File: src/rtl/rw_window_pkg.sv
package rw_window_pkg;
    typedef enum logic {RW_IDLE, RW_RESP} rw_state_e;

    localparam logic [7:0] OFS_INDEX  = 8'h00;
    localparam logic [7:0] OFS_WINDOW = 8'h10;
    localparam int         IDX_ID     = 0;
    localparam int         IDX_VER    = 1;
    localparam int         IDX_TAB    = 16;
    localparam logic [7:0] VERSION    = 8'h11;
    localparam int         MASK_BIT   = 16;
endpackage

File: src/rtl/rw_access_fsm.sv
module rw_access_fsm
    import rw_window_pkg::*;
(
    input  logic clk,
    input  logic rst_n,
    input  logic rd_i,
    output logic rvalid_o
);
    rw_state_e state_q, state_d;

    always_ff @(posedge clk) begin
        if (!rst_n) state_q <= RW_IDLE;
        else        state_q <= state_d;
    end

    always_comb begin
        state_d = state_q;
        unique case (state_q)
            RW_IDLE: if (rd_i)  state_d = RW_RESP;
            RW_RESP: if (!rd_i) state_d = RW_IDLE;
            default:            state_d = RW_IDLE;
        endcase
    end

    always_comb begin
        rvalid_o = (state_q == RW_RESP);
    end
endmodule

File: src/rtl/rw_idx_decode.sv
module rw_idx_decode
    import rw_window_pkg::*;
#(
    parameter int NUM_ENTRIES = 24,
    parameter int IDX_W       = 8,
    localparam int ENT_W      = (NUM_ENTRIES > 1) ? $clog2(NUM_ENTRIES) : 1
) (
    input  logic [IDX_W-1:0] idx_i,
    output logic             is_id_o,
    output logic             is_ver_o,
    output logic             is_ent_o,
    output logic [ENT_W-1:0] ent_o,
    output logic             hi_o
);
    localparam int TAB_END = IDX_TAB + 2 * NUM_ENTRIES;

    logic [IDX_W-1:0] rel;

    always_comb begin
        rel      = idx_i - IDX_W'(IDX_TAB);
        is_id_o  = (idx_i == IDX_W'(IDX_ID));
        is_ver_o = (idx_i == IDX_W'(IDX_VER));
        is_ent_o = (int'(idx_i) >= IDX_TAB) && (int'(idx_i) < TAB_END);
        hi_o     = rel[0];
        ent_o    = ENT_W'(rel >> 1);
    end
endmodule

File: src/rtl/rw_route_table.sv
module rw_route_table
    import rw_window_pkg::*;
#(
    parameter int NUM_ENTRIES = 24
) (
    input  logic                      clk,
    input  logic                      rst_n,
    input  logic [NUM_ENTRIES-1:0]    wr_lo_i,
    input  logic [NUM_ENTRIES-1:0]    wr_hi_i,
    input  logic [31:0]               wdata_i,
    output logic [64*NUM_ENTRIES-1:0] table_o
);
    localparam logic [63:0] ENT_RESET = 64'(1) << MASK_BIT;

    for (genvar n = 0; n < NUM_ENTRIES; n++) begin : g_ent
        logic [63:0] ent_q;

        always_ff @(posedge clk) begin
            if (!rst_n) begin
                ent_q <= ENT_RESET;
            end else begin
                if (wr_lo_i[n]) ent_q[31:0]  <= wdata_i;
                if (wr_hi_i[n]) ent_q[63:32] <= wdata_i;
            end
        end

        assign table_o[64*n +: 64] = ent_q;
    end
endmodule

File: src/rtl/rw_indirect_window.sv
module rw_indirect_window
    import rw_window_pkg::*;
#(
    parameter int ADDR_W      = 32,
    parameter int NUM_ENTRIES = 24,
    parameter int IDX_W       = 8,
    localparam int ENT_W      = (NUM_ENTRIES > 1) ? $clog2(NUM_ENTRIES) : 1,
    localparam int ROUTE_W    = 64 * NUM_ENTRIES
) (
    input  logic               clk,
    input  logic               rst_n,
    input  logic [ADDR_W-1:0]  addr_i,
    input  logic               wr_i,
    input  logic               rd_i,
    input  logic [31:0]        wdata_i,
    output logic [31:0]        rdata_o,
    output logic               rvalid_o,
    output logic [ROUTE_W-1:0] route_o,
    output logic               upd_o
);
    localparam logic [31:0] VER_WORD = {8'h00, 8'(NUM_ENTRIES - 1), 8'h00, VERSION};

    logic [IDX_W-1:0]       idx_q;
    logic [7:0]             id_q;
    logic [31:0]            rdata_q;
    logic                   upd_q;
    logic                   sel_idx, sel_win;
    logic                   is_id, is_ver, is_ent, hi;
    logic [ENT_W-1:0]       ent;
    logic [NUM_ENTRIES-1:0] wr_lo, wr_hi;
    logic [63:0]            ent_arr [NUM_ENTRIES];
    logic [31:0]            rd_mux;
    logic                   ent_wr;

    assign sel_idx = (addr_i[7:0] == OFS_INDEX);
    assign sel_win = (addr_i[7:0] == OFS_WINDOW);
    assign ent_wr  = wr_i && sel_win && is_ent;

    rw_idx_decode #(.NUM_ENTRIES(NUM_ENTRIES), .IDX_W(IDX_W)) u_dec (
        .idx_i    (idx_q),
        .is_id_o  (is_id),
        .is_ver_o (is_ver),
        .is_ent_o (is_ent),
        .ent_o    (ent),
        .hi_o     (hi)
    );

    for (genvar n = 0; n < NUM_ENTRIES; n++) begin : g_sel
        assign wr_lo[n]   = ent_wr && (ent == ENT_W'(n)) && !hi;
        assign wr_hi[n]   = ent_wr && (ent == ENT_W'(n)) && hi;
        assign ent_arr[n] = route_o[64*n +: 64];
    end

    rw_route_table #(.NUM_ENTRIES(NUM_ENTRIES)) u_tab (
        .clk     (clk),
        .rst_n   (rst_n),
        .wr_lo_i (wr_lo),
        .wr_hi_i (wr_hi),
        .wdata_i (wdata_i),
        .table_o (route_o)
    );

    rw_access_fsm u_fsm (
        .clk      (clk),
        .rst_n    (rst_n),
        .rd_i     (rd_i),
        .rvalid_o (rvalid_o)
    );

    always_comb begin
        rd_mux = '0;
        if (sel_idx) begin
            rd_mux = 32'(idx_q);
        end else if (sel_win) begin
            if (is_id)       rd_mux = {id_q, 24'h0};
            else if (is_ver) rd_mux = VER_WORD;
            else if (is_ent) rd_mux = hi ? ent_arr[ent][63:32] : ent_arr[ent][31:0];
        end
    end

    always_ff @(posedge clk) begin
        if (!rst_n) begin
            idx_q   <= '0;
            id_q    <= '0;
            rdata_q <= '0;
            upd_q   <= 1'b0;
        end else begin
            upd_q <= ent_wr;
            if (rd_i) rdata_q <= rd_mux;
            if (wr_i && sel_idx) idx_q <= wdata_i[IDX_W-1:0];
            if (wr_i && sel_win && is_id) id_q <= wdata_i[31:24];
        end
    end

    assign rdata_o = rdata_q;
    assign upd_o   = upd_q;
endmodule

File: config.mk
export PLATFORM = sky130hd
export DESIGN_NAME = rw_indirect_window
export DESIGN_NICKNAME = d
export VERILOG_FILES = /design/src/rtl/rw_window_pkg.sv /design/src/rtl/rw_access_fsm.sv /design/src/rtl/rw_idx_decode.sv /design/src/rtl/rw_route_table.sv /design/src/rtl/rw_indirect_window.sv
export SDC_FILE = /design/constraint.sdc
export NUM_CORES = 2
export LEC_CHECK = 0
export BUFFER_PORTS_ARGS = -buffer_cell sky130_fd_sc_hd__clkbuf_2
export CORE_AREA = 5 5 626 628
export DETAILED_ROUTE_END_ITERATION = 7
export DIE_AREA = 0 0 631 633
export PLACE_DENSITY_LB_ADDON = 0.1
export SYNTH_ARGS = -nofsm -noshare
export SYNTH_HDL_FRONTEND = slang
export SYNTH_SLANG_ARGS = --single-unit
File: constraint.sdc
create_clock -name clk -period 3.93 [get_ports clk]
set_input_delay 0.1965 -clock clk [delete_from_list [all_inputs] [get_ports clk]]
set_output_delay 0.1965 -clock clk [all_outputs]
set_load 0.005 [all_outputs]
==> run metrics <==
status finished clean; Clk Latency, worst-skew pair 0.94 ns; global-route wire length before repair roughly 730 mm; Warnings, synthesis 0; die width ~630 um; sw power approximately 9.5 mW; worst relative slew slack slightly below 9%; post-route cell area 0.0947 mm^2; wire per inst between 30 and 40 um; count of state elements after synthesis around 1600; postcts setup bufs 0; nets@finish roughly 9800; Worst setup SP type input pin; Synth async-reset ratio 0%; Power Internal 28.4 mW; global route overflow 0; starting DRC count in detailed routing around 6700; Seq pwr share around 42%; Post-CTS Hold Buffers between 40 and 50; Die Ht 633 um; Top Metal Used met5; worst-path maximum fanout 32; Setup violations, final 0; initial core utilization between 10% and 20%; H-tree Lvls 4; WP data required roughly 4.7 ns; total die area around 0.40 mm^2; HPWL Detailed between 400 and 500 mm; port bufs between 1500 and 2000; post-placement cell area between 0.08 and 0.09 mm^2; WS Path Type in -> reg; CTS tree built; clk slew on worst S/H paths ~0.06 ns; M1 WL 216 mm; min cycle time layout roughly 3.8 ns; Antenna Nets Post-Route 0; Critical Path Sink Type flip-flop; TritonCTS Sinks approximately 1600; Hold Path Class in -> reg; row count 228; share of cells above drive strength 1 between 20% and 30%; R2R setup slack roughly 0.35 ns; storage element area 0.0318 mm^2; DRC 0; deepest clock path buffer count 4; Worst-Margin Slew 1.37 ns; DR WL met3 roughly 36 mm; leak pwr between 30 and 40 nW; Met2 Routed Length 282 mm; Root Driver clkbuf_16; EDFF count, synth 0; count of final hold-check violations 0; Post-Syn Area roughly 0.07 mm^2; Slew Limit Fails 0; RSZ-0062 raised after global routing no; max frequency about 0.26 GHz; core area just under 0.4 mm^2; Post-CTS Resized 0; Layout area overhead 32.1%; sequential share of the synthesized area about 44%; Multi-input gate area 0.0370 mm^2; max-cap violation count 0; Clock Skews about 0.06 ns; Distinct cells, synth 65; CP Data Arrival Time ~4.6 ns; Overall Power around 38 mW; final wirelength between 500 and 600 mm; CTS buffer count approximately 210; PwrDens 401 mW/mm^2; Ports ~1600; GRT Overall Usage between 20% and 30%; Post-Syn Instances 8347; WHS Path Cells 6; vias per cell roughly 4.8; R2R depth 9; Net Count, Synth roughly 8400; fillcell total ~42000; setup total negative slack 0 ns; Synth Flop Type dfxtp_1; largest net degree at the start of global routing 241; initial antenna violation count 32; Avg Cell Area, Syn roughly 8.6 um^2; vias in the first global route slightly below 70000; 1st-pass router iterations 7; via count 71200; peak ir drop on the vdd network between 0.3 and 0.4 mV; Final period util between 90% and 100%; switching power share of the total about a quarter; combinational cell fraction of total power approximately 3%; RePlAce Congestion about 0.87; Clock Power Share a little over half
-- path summary, 6_finish.rpt --
| path | end | startpoint |
|---|---|---|
| hold / removal | idx_q[2]$_SDFFE_PN0P_ | addr_i[3] |
| setup reg to reg | u_tab.g_ent[15].ent_q[58]$_SDFFE_PN0P_ | idx_q[5]$_SDFFE_PN0P_ |
| hold reg to reg | rdata_o[8]$_SDFFE_PN0P_ | rdata_o[8]$_SDFFE_PN0P_ |
| setup / recovery | u_tab.g_ent[15].ent_q[58]$_SDFFE_PN0P_ | addr_i[4] |
-- cells in the final DEF, fill, tap and decap left out, types with 12 or more instances in the layout --
cell,netlist,layout
nand2_1,3123,3090
clkbuf_2,3,1585
dfxtp_1,1586,1581
a21boi_0,1016,1016
a21boi_1,440,440
mux2i_1,303,303
mux4_2,246,246
buf_4,27,221
clkbuf_16,0,218
a21oi_1,118,118
buf_12,0,108
a22oi_1,94,94
nand3_1,89,77
o21ai_0,73,73
nor2_1,94,70
clkbuf_8,0,53
clkbuf_1,515,51
dlygate4sd3_1,0,46
o221ai_1,43,43
nor2_4,0,34
a31oi_1,33,33
clkinv_2,0,33
nand2_2,0,28
diode_2,0,24
o22ai_1,23,23
a31o_2,23,23
buf_2,253,21
nor2b_1,27,20
nor3_1,16,15
nor3_4,4,13
a22o_1,13,13
bufinv_16,0,13
nand3_4,0,12
a211oi_1,12,12
-- power by group through the flow --
stage	Clock, mW	Sequential, mW	Combinational [mW]
6_report	20.7	16.1	1.15
5_1_grt	21.8	16.1	1.18
4_1_cts	21.3	16.1	1.15
3_5_place_dp	0	16.4	1.12
3_3_place_gp	0	16.4	1.12
2_1_floorplan	0	16.4	0.593
-- registers in the layout, summed over array words and instances, names as in the netlist --
signal and count:
id_q 8, u_fsm.rvalid_o 1, upd_o 1, rdata_o 32
u_tab.g_ent.ent_q 1536, idx_q 8
-- metrics by stage --
step | util, % | hold WS (ns) | worst slack (ns) | std cells
after CTS | 24.6 | 0.0196 | 0.266 | 15000
final | 24.6 | 0.144 | 0.0987 | 15000
after floorplan | - | 0.393 | 0.633 | 8347
after detailed placement | 22.6 | 0.437 | 0.283 | 14500
after global placement | 22.6 | 0.443 | 0.337 | 14500
after global routing | 24.6 | 0.104 | 0.0625 | 15000
-- cells in the mapped netlist, types with 5 or more instances --
| cell type | instances | area (um^2) |
|---|---|---|
| buf_1 | 9 | 33.8 |
| nand2b_1 | 10 | 62.6 |
| mux4_2 | 246 | 5540 |
| mux2i_1 | 303 | 3030 |
| nor3_2 | 12 | 120 |
| nand2_1 | 3123 | 11700 |
| o21ai_0 | 73 | 365 |
| mux2_2 | 9 | 101 |
| nor2b_1 | 27 | 169 |
| buf_2 | 253 | 1270 |
| a211oi_1 | 12 | 90.1 |
| clkbuf_1 | 515 | 1930 |
| nand3_1 | 89 | 445 |
| nor2_1 | 94 | 353 |
| a221oi_1 | 8 | 70.1 |
| nor3_1 | 16 | 80.1 |
| o311ai_0 | 5 | 43.8 |
| a31o_2 | 23 | 201 |
| and2_1 | 10 | 62.6 |
| o32ai_1 | 6 | 52.6 |
| buf_4 | 27 | 203 |
| buf_6 | 11 | 124 |
| o221ai_1 | 43 | 377 |
| a21boi_0 | 1016 | 7630 |
| nor2_2 | 14 | 87.6 |
| a21boi_1 | 440 | 3300 |
| a22oi_1 | 94 | 706 |
| a31oi_1 | 33 | 206 |
| a21oi_1 | 118 | 591 |
| a31o_1 | 10 | 87.6 |
| o22ai_1 | 23 | 144 |
| dfxtp_1 | 1586 | 31800 |
| a22o_1 | 13 | 114 |
| nor4_1 | 6 | 37.5 |
| nand3b_1 | 5 | 37.5 |
-- layout make-up --
type | count | area share (%)
Antenna cell | 24 | 0.0634
Clock buffer | 322 | 6.73
Clock inverter | 66 | 0.869
Inverter | 5 | 0.0198
Multi-Input combinational cell | 5938 | 39.1
Sequential cell | 1586 | 33.5
Tap cell | 5060 | 6.68
Timing Repair Buffer | 1982 | 13.0
-- worst max-delay path: stages --
cell and delay [ns]:
dlygate4sd3_1 0.52, clkbuf_2 0.24, nor4b_4 0.35, dlygate4sd3_1 0.70, buf_4 0.19, nand4_1 0.24
buf_4 0.28, nor3_2 0.78, nand2_4 0.69, nand2_1 0.23, a21boi_0 0.10
-- cells by family (layout without fill, tap and decap cells) --
family	count (synthesis)	count (layout)	synth area share, %
other	0	24	0
AOI/OAI and AO/OA	1937	1937	19.8
buffers and inverters	823	2375	5.01
adders and majority gates	2	2	0.0349
and+or+nand+nor	3441	3441	18.8
DFF	1586	1586	44.3
muxes	558	558	12.1
-- routing by layer --
layer	vias up	global-route usage (%)
met3	777	5.41
met1	36300	31.0
li1	31000	-
met4	4	15.8
met5	-	0
met2	3076	48.1
No activity file was read; power rests on OpenSTA's default activity.
